<file path="src/rtl/corr_pkg.sv">
package corr_pkg;

  // Per-transfer control seen by every column element.
  typedef struct packed {
    logic fire;       // a pixel is accepted this cycle
    logic row_first;  // the accepted pixel is row 0 of its column
  } step_t;

  // Index width that stays at least one bit.
  function automatic int unsigned cw(input int unsigned n);
    return (n < 2) ? 1 : $clog2(n);
  endfunction

endpackage

</file>
<file path="src/rtl/corr_seq.sv">
module corr_seq
  import corr_pkg::*;
#(
  parameter int ROWS = 16,
  parameter int COLS = 16,
  localparam int RW = cw(ROWS),
  localparam int IW = cw(COLS)
) (
  input  logic          clk,
  input  logic          rst_n,
  input  logic          fire,
  input  logic          tok,
  output step_t         step,
  output logic [RW-1:0] row,
  output logic          ld_en,
  output logic [IW-1:0] ld_col,
  output logic          res_stb
);
  localparam int CW = cw(COLS + 1);

  logic [RW-1:0] row_q, row_e;
  logic [CW-1:0] col_q, col_e;
  logic          primed_q, primed_e, row_last, filling;

  // A token makes its own pixel row 0 of column 0.
  always_comb begin
    row_e    = tok ? '0 : row_q;
    col_e    = tok ? '0 : col_q;
    primed_e = primed_q | tok;
    row_last = (row_e == RW'(ROWS - 1));
    filling  = (col_e < CW'(COLS));
  end

  always_comb begin
    step.fire      = fire;
    step.row_first = (row_e == '0);
    row            = row_e;
    ld_en          = fire && primed_e && (row_e == '0) && filling;
    ld_col         = IW'(col_e);
    res_stb        = fire && primed_e && row_last && (col_e >= CW'(COLS - 1));
  end

  always_ff @(posedge clk) begin
    if (!rst_n) begin
      row_q    <= '0;
      col_q    <= CW'(COLS);
      primed_q <= 1'b0;
    end else if (fire) begin
      row_q    <= row_last ? '0 : row_e + 1'b1;
      col_q    <= (row_last && filling) ? col_e + 1'b1 : col_e;
      primed_q <= primed_e;
    end
  end

endmodule

</file>
<file path="src/rtl/corr_col_pe.sv">
module corr_col_pe
  import corr_pkg::*;
#(
  parameter int ROWS  = 16,
  parameter int PIX_W = 8,
  parameter int SUM_W = 13,
  parameter int RW    = 4
) (
  input  logic             clk,
  input  logic             rst_n,
  input  step_t            step,
  input  logic [RW-1:0]    row,
  input  logic [PIX_W-1:0] pix,
  input  logic             ld,
  input  logic [ROWS-1:0]  ld_bits,
  input  logic [SUM_W-1:0] sum_in,
  output logic [SUM_W-1:0] part,
  output logic [SUM_W-1:0] sum_nxt
);
  logic [ROWS-1:0]  tmpl_q;
  logic [SUM_W-1:0] part_q, base, addend;
  logic             tbit;

  always_comb begin
    // A freshly fetched column applies already to its first pixel.
    tbit    = ld ? ld_bits[row] : tmpl_q[row];
    addend  = tbit ? SUM_W'(pix) : '0;
    // Row 0 starts from the neighbour's finished column sum.
    base    = step.row_first ? sum_in : part_q;
    sum_nxt = base + addend;
    part    = part_q;
  end

  always_ff @(posedge clk) begin
    if (!rst_n) begin
      tmpl_q <= '0;
      part_q <= '0;
    end else begin
      if (ld)        tmpl_q <= ld_bits;
      if (step.fire) part_q <= sum_nxt;
    end
  end

endmodule

</file>
<file path="src/rtl/corr_out_stage.sv">
module corr_out_stage #(
  parameter int W = 13
) (
  input  logic         clk,
  input  logic         rst_n,
  input  logic         load,
  input  logic [W-1:0] din,
  input  logic         out_ready,
  output logic         out_valid,
  output logic [W-1:0] out_data,
  output logic         hold
);
  logic         vld_q;
  logic [W-1:0] dat_q;

  always_ff @(posedge clk) begin
    if (!rst_n) begin
      vld_q <= 1'b0;
      dat_q <= '0;
    end else if (load) begin
      vld_q <= 1'b1;
      dat_q <= din;
    end else if (out_ready) begin
      vld_q <= 1'b0;
    end
  end

  always_comb begin
    out_valid = vld_q;
    out_data  = dat_q;
    hold      = vld_q && !out_ready;
  end

endmodule

</file>
<file path="src/rtl/corr_column_chain.sv">
module corr_column_chain
  import corr_pkg::*;
#(
  parameter int ROWS  = 16,
  parameter int COLS  = 16,
  parameter int PIX_W = 8,
  parameter int SUM_W = 13,
  localparam int IW = cw(COLS)
) (
  input  logic             clk,
  input  logic             rst_n,
  input  logic             in_valid,
  output logic             in_ready,
  input  logic [PIX_W-1:0] in_pix,
  input  logic             in_tok,
  output logic             out_valid,
  input  logic             out_ready,
  output logic [SUM_W-1:0] out_sum,
  output logic             tpl_rd_en,
  output logic [IW-1:0]    tpl_rd_col,
  input  logic [ROWS-1:0]  tpl_rd_bits
);
  localparam int RW = cw(ROWS);

  logic          fire, hold, ld_en, res_stb;
  logic [IW-1:0] ld_col;
  logic [RW-1:0] row;
  step_t         step;

  logic [SUM_W-1:0] chain_in [COLS];
  logic [SUM_W-1:0] part_w   [COLS];
  logic [SUM_W-1:0] nxt_w    [COLS];

  assign in_ready   = !hold;
  assign fire       = in_valid && in_ready;
  assign tpl_rd_en  = ld_en;
  assign tpl_rd_col = ld_col;

  corr_seq #(.ROWS(ROWS), .COLS(COLS)) u_seq (
    .clk     (clk),
    .rst_n   (rst_n),
    .fire    (fire),
    .tok     (in_tok),
    .step    (step),
    .row     (row),
    .ld_en   (ld_en),
    .ld_col  (ld_col),
    .res_stb (res_stb)
  );

  for (genvar k = 0; k < COLS; k++) begin : g_col
    logic ld_k;
    assign ld_k = ld_en && (ld_col == IW'(k));

    if (k == 0) begin : g_head
      assign chain_in[k] = '0;
    end else begin : g_link
      assign chain_in[k] = part_w[k-1];
    end

    corr_col_pe #(.ROWS(ROWS), .PIX_W(PIX_W), .SUM_W(SUM_W), .RW(RW)) u_pe (
      .clk     (clk),
      .rst_n   (rst_n),
      .step    (step),
      .row     (row),
      .pix     (in_pix),
      .ld      (ld_k),
      .ld_bits (tpl_rd_bits),
      .sum_in  (chain_in[k]),
      .part    (part_w[k]),
      .sum_nxt (nxt_w[k])
    );
  end

  corr_out_stage #(.W(SUM_W)) u_out (
    .clk       (clk),
    .rst_n     (rst_n),
    .load      (res_stb),
    .din       (nxt_w[COLS-1]),
    .out_ready (out_ready),
    .out_valid (out_valid),
    .out_data  (out_sum),
    .hold      (hold)
  );

endmodule

</file>
<file path="config.mk">
export PLATFORM = sky130hd
export DESIGN_NAME = corr_column_chain
export DESIGN_NICKNAME = d
export VERILOG_FILES = /design/src/rtl/corr_pkg.sv /design/src/rtl/corr_seq.sv /design/src/rtl/corr_col_pe.sv /design/src/rtl/corr_out_stage.sv /design/src/rtl/corr_column_chain.sv
export SDC_FILE = /design/constraint.sdc
export NUM_CORES = 2
export LEC_CHECK = 0
export ABC_CLOCK_PERIOD_IN_PS = 4720
export BUFFER_PORTS_ARGS = -buffer_cell sky130_fd_sc_hd__buf_4
export CORE_MARGIN = 5
export CORE_UTILIZATION = 50
export CTS_BUF_LIST = sky130_fd_sc_hd__clkbuf_16
export CTS_CLUSTER_SIZE = 8
export DETAILED_ROUTE_END_ITERATION = 10
export PLACE_DENSITY = 0.68
export SYNTH_ARGS = -nofsm -noshare
export SYNTH_HDL_FRONTEND = slang
export SYNTH_SLANG_ARGS = --single-unit
export TNS_END_PERCENT = 20
</file>
<file path="constraint.sdc">
create_clock -name clk -period 4.72 [get_ports clk]
set_input_delay 0.472 -clock clk [delete_from_list [all_inputs] [get_ports clk]]
set_output_delay 0.472 -clock clk [all_outputs]
set_load 0.1 [all_outputs]
</file>
==> impl_metrics.yaml <==
placed_design:
  numPortBuffers: 48
  dp_hpwl_microns: 66800
  place_congestion: 0.912
floorplanning:
  die_x_microns: 261
  core_area_sq_um: 62900
  die-area_sq_um: 68400
  die_h_microns: 261
  pin_count: 49
  initial_core_util_pct: 50.3
  placementRows: 92
grt:
  first_global_vias: 28100
  track_usage_pct: 28.5
  grt_max_degree: 153
  grt_pass1_wl_microns: 159000
  grt-ovfl-total: 0
  antenna_found_initial: 0
clock_tree:
  clk_latency_ns: 0.63
  clockRootBuffer: "clkbuf_16"
  cts_buffer_depth: 3
  numCtsBuffers: 71
  htreeDepth: 3
  clkSinkCount: 488
  clk_pin_slew_ns: 0.06
  cts_tree: "yes"
  hold_buffers: 0
critical_path:
  worstPathRequired_ns: 5.24
  slowest_stage: "mux4_2"
  cp.arrival_ns: 4.96
  start_kind: "register"
  path_cells: "buf_4 > mux4_2 > a21oi_1 > a221oi_2 > a32o_1 > ha_1 > fa_2 > a211oi_1 > nor2_1 > o32a_1 > o21ai_2 > nor2_1 > a311o_1"
  end_kind: "register"
  worst-path-max-fanout: 21
  slowest_delay_ns: 0.56
  r2r-end: "g_col[11].u_pe.part[10]"
  r2r-start: "u_seq.row_q[1]"
  rrSetupSlack_ns: 0.27
  reg2regPathDepth: 13
  cp_common_cell: "nor2_1"
  crit_type: "register to register"
cells_and_area:
  nNetsFinal: 4339
  area_growth_pct: 9.51
  diodes: 0
  drive_above_1_share_pct: 10.1
logic_synthesis:
  synthTopCellsByArea: "dfxtp_1, nand2_1, a21oi_1"
  ys_warn_count: 0
  async_flop_share_pct: 0
  ys.flop_type: "dfxtp_1"
  syn_inst: 4265
  synth_cell_type_count: 90
  yosysTopAreaCell: "dfxtp_1"
  synth_seq_area_share_pct: 30.9
  synth.avg_cell_area_sq_um: 7.41
  synth_edf_count: 0
  yosysTopAreaCellShare_pct: 30.9
  syn_area_sq_um: 31600
  ys_seq_elements: 488
  syn-num-nets: 4445
power:
  irDropWorstVdd_mv: 0.259
  p_clk_share_pct: 45.8
  intPower_mw: 7.30
  p_per_area_nw_per_um2: 294
  leakagePower_nw: 13.1
  switchingPower_mw: 2.87
  power_frac_comb_pct: 12.4
  p_seq_share_pct: 41.8
  switching_share_pct: 28.2
  totalPowerFinal_mw: 10.2
worst_hold_path:
  worstHoldEndpoint: "g_col[15].u_pe.tmpl_q[0]"
  holdPathStages: 3
  worst_hold_startpoint: "tpl_rd_bits[0]"
  hold_class: "input port to register"
drt:
  dr_wl_met2_microns: 46300
  initialDrtViolationCount: 3086
  drt-total-wl_microns: 101000
  top_layer: "met4"
  firstDrtPassIters: 6
  met3_length_microns: 6150
  post_drt_wl_per_cell_microns: 20.1
  ant_nets: 0
  remaining_drc_errors: 0
  wl_met1_microns: 44300
  vias_per_cell: 6.12
  vias: 30700
timing:
  fin_crit_sh_pct: 94.2
  slew_violations: 0
  layout_min_cycle_time_ns: 4.45
  max_slew_margin_pct: 26.2
  tightest_slew_ns: 1.11
  finalSetupViolCount: 0
  hold_viol_final: 0
  finClkSkew_ns: 0.0288
  fin_hold_ws_ns: 0.275
  clock.fmax_mhz: 225
  rsz0062_at_grt: "no"
run_status:
  status: "finished clean"
run:
  maxCapViolCount: 0
==> critical path: cells and delay by family, from the launching register on <==
kind | cells | cell delay [ns]
adders and majority gates | 2 | 0.66
DFF | 1 | 0.55
muxes | 1 | 0.56
buffers and inverters | 1 | 0.40
and+or+nand+nor | 2 | 0.23
AOI/OAI and AO/OA | 7 | 1.93
==> logic make-up (layout without fill, tap and decap cells) <==
kind of cell / Yosys count / count (layout) / synth area share [%]
adder cells (fa/ha/maj): 151 / 151 / 6.36
multiplexers: 150 / 150 / 6.27
buffers and inverters: 393 / 300 / 5.42
AO/OA/AOI/OAI: 1213 / 1213 / 25.0
AND/OR/NAND/NOR: 1799 / 1799 / 24.1
XOR/XNOR: 71 / 71 / 1.97
flip-flops: 488 / 488 / 30.9
==> flip-flops by register name (all words and copies together), names as in the netlist <==
name               count
g_col.u_pe.tmpl_q    256
u_seq.row_q            4
u_seq.col_q            5
u_seq.primed_q         1
g_col.u_pe.part      208
u_out.out_data        13
u_out.out_valid        1
==> metal layers <==
layer	track usage, %	vias to the layer above
met5	0	-
met4	10.1	0
met3	3.97	232
met2	46.3	1088
met1	39.1	14500
li1	-	14900
==> how the worst max path moves through the flow <==
stage                              end      startpoint  cells after the start
2_1_floorplan  g_col[11].u_pe.part[10]          in_tok                     21
3_3_place_gp        u_out.out_data[10]          in_tok                     15
3_5_place_dp   g_col[15].u_pe.part[10]          in_tok                     15
4_1_cts        g_col[15].u_pe.part[10]  u_seq.row_q[1]                     16
5_1_grt             u_out.out_data[10]  u_seq.row_q[1]                     15
6_report       g_col[11].u_pe.part[10]  u_seq.row_q[1]                     13
==> cells in the mapped netlist, types with 14 or more instances <==
cell	instances
a211oi_1	76
a21o_1	40
a21oi_1	433
a22oi_1	21
a31oi_1	27
a32o_1	41
and2_1	23
and3_1	14
buf_1	22
buf_2	104
buf_4	23
clkbuf_1	208
dfxtp_1	488
fa_1	16
ha_1	135
inv_1	23
mux2_2	23
mux2i_1	91
mux4_2	36
nand2_1	1213
nand2b_1	43
nand3_1	114
nand4_1	22
nor2_1	199
nor3_1	54
o2111ai_1	28
o211ai_1	68
o21a_1	31
o21ai_0	166
o221ai_1	21
o22ai_1	89
o2bb2ai_1	16
o31ai_1	19
or2_2	36
or3_1	31
xnor2_1	32
xor2_1	39
==> metrics by stage <==
stage / std cells / setup TNS [ns] / area, sq um / worst slack [ns] / utilization (%)
after floorplan: 4265 / -0.0896 / 31700 / -0.0802 / -
after global placement: 4932 / 0 / 32700 / 0.225 / 52.0
after detailed placement: 4932 / 0 / 32700 / 0.229 / 52.0
after CTS: 5018 / 0 / 34600 / 0.263 / 55.1
after global routing: 5018 / 0 / 34600 / 0.0129 / 55.1
final: 5018 / 0 / 34600 / 0.274 / 55.1
==> placed cells by master, fill, tap and decap left out, types with 41 or more instances in the layout <==
cell	instances
nand2b_1	41
a21oi_1	433
buf_4	173
a32o_1	41
a211oi_1	76
o211ai_1	68
clkbuf_16	71
nand3_1	113
dfxtp_1	486
nor3_1	53
mux2i_1	91
ha_1	134
o21ai_0	165
nand2_1	1212
o22ai_1	88
nor2_1	198
==> cell type report <==
cell class	count	area (sq um)
fill	6043	28200
multi-input combinational	3384	20200
sequential	488	9780
clock buffer	71	1780
timing repair buffer	181	1460
tap	846	1060
clock inverter	15	174
inverter	33	143
==> repair_timing <==
action | CTS | global route
buffers inserted | 0 | 0
gates resized for setup | 0 | 1
endpoints found under the setup margin | 0 | 6
==> power groups by stage <==
stage / logic [mW] / clock network (mW) / registers [mW]
after floorplan: 0.879 / 0 / 4.31
after global placement: 1.23 / 0 / 4.33
after detailed placement: 1.23 / 0 / 4.33
after CTS: 1.24 / 4.73 / 4.25
after global routing: 1.36 / 4.90 / 4.25
final: 1.26 / 4.66 / 4.25
No activity file was read; power rests on OpenSTA's default activity.
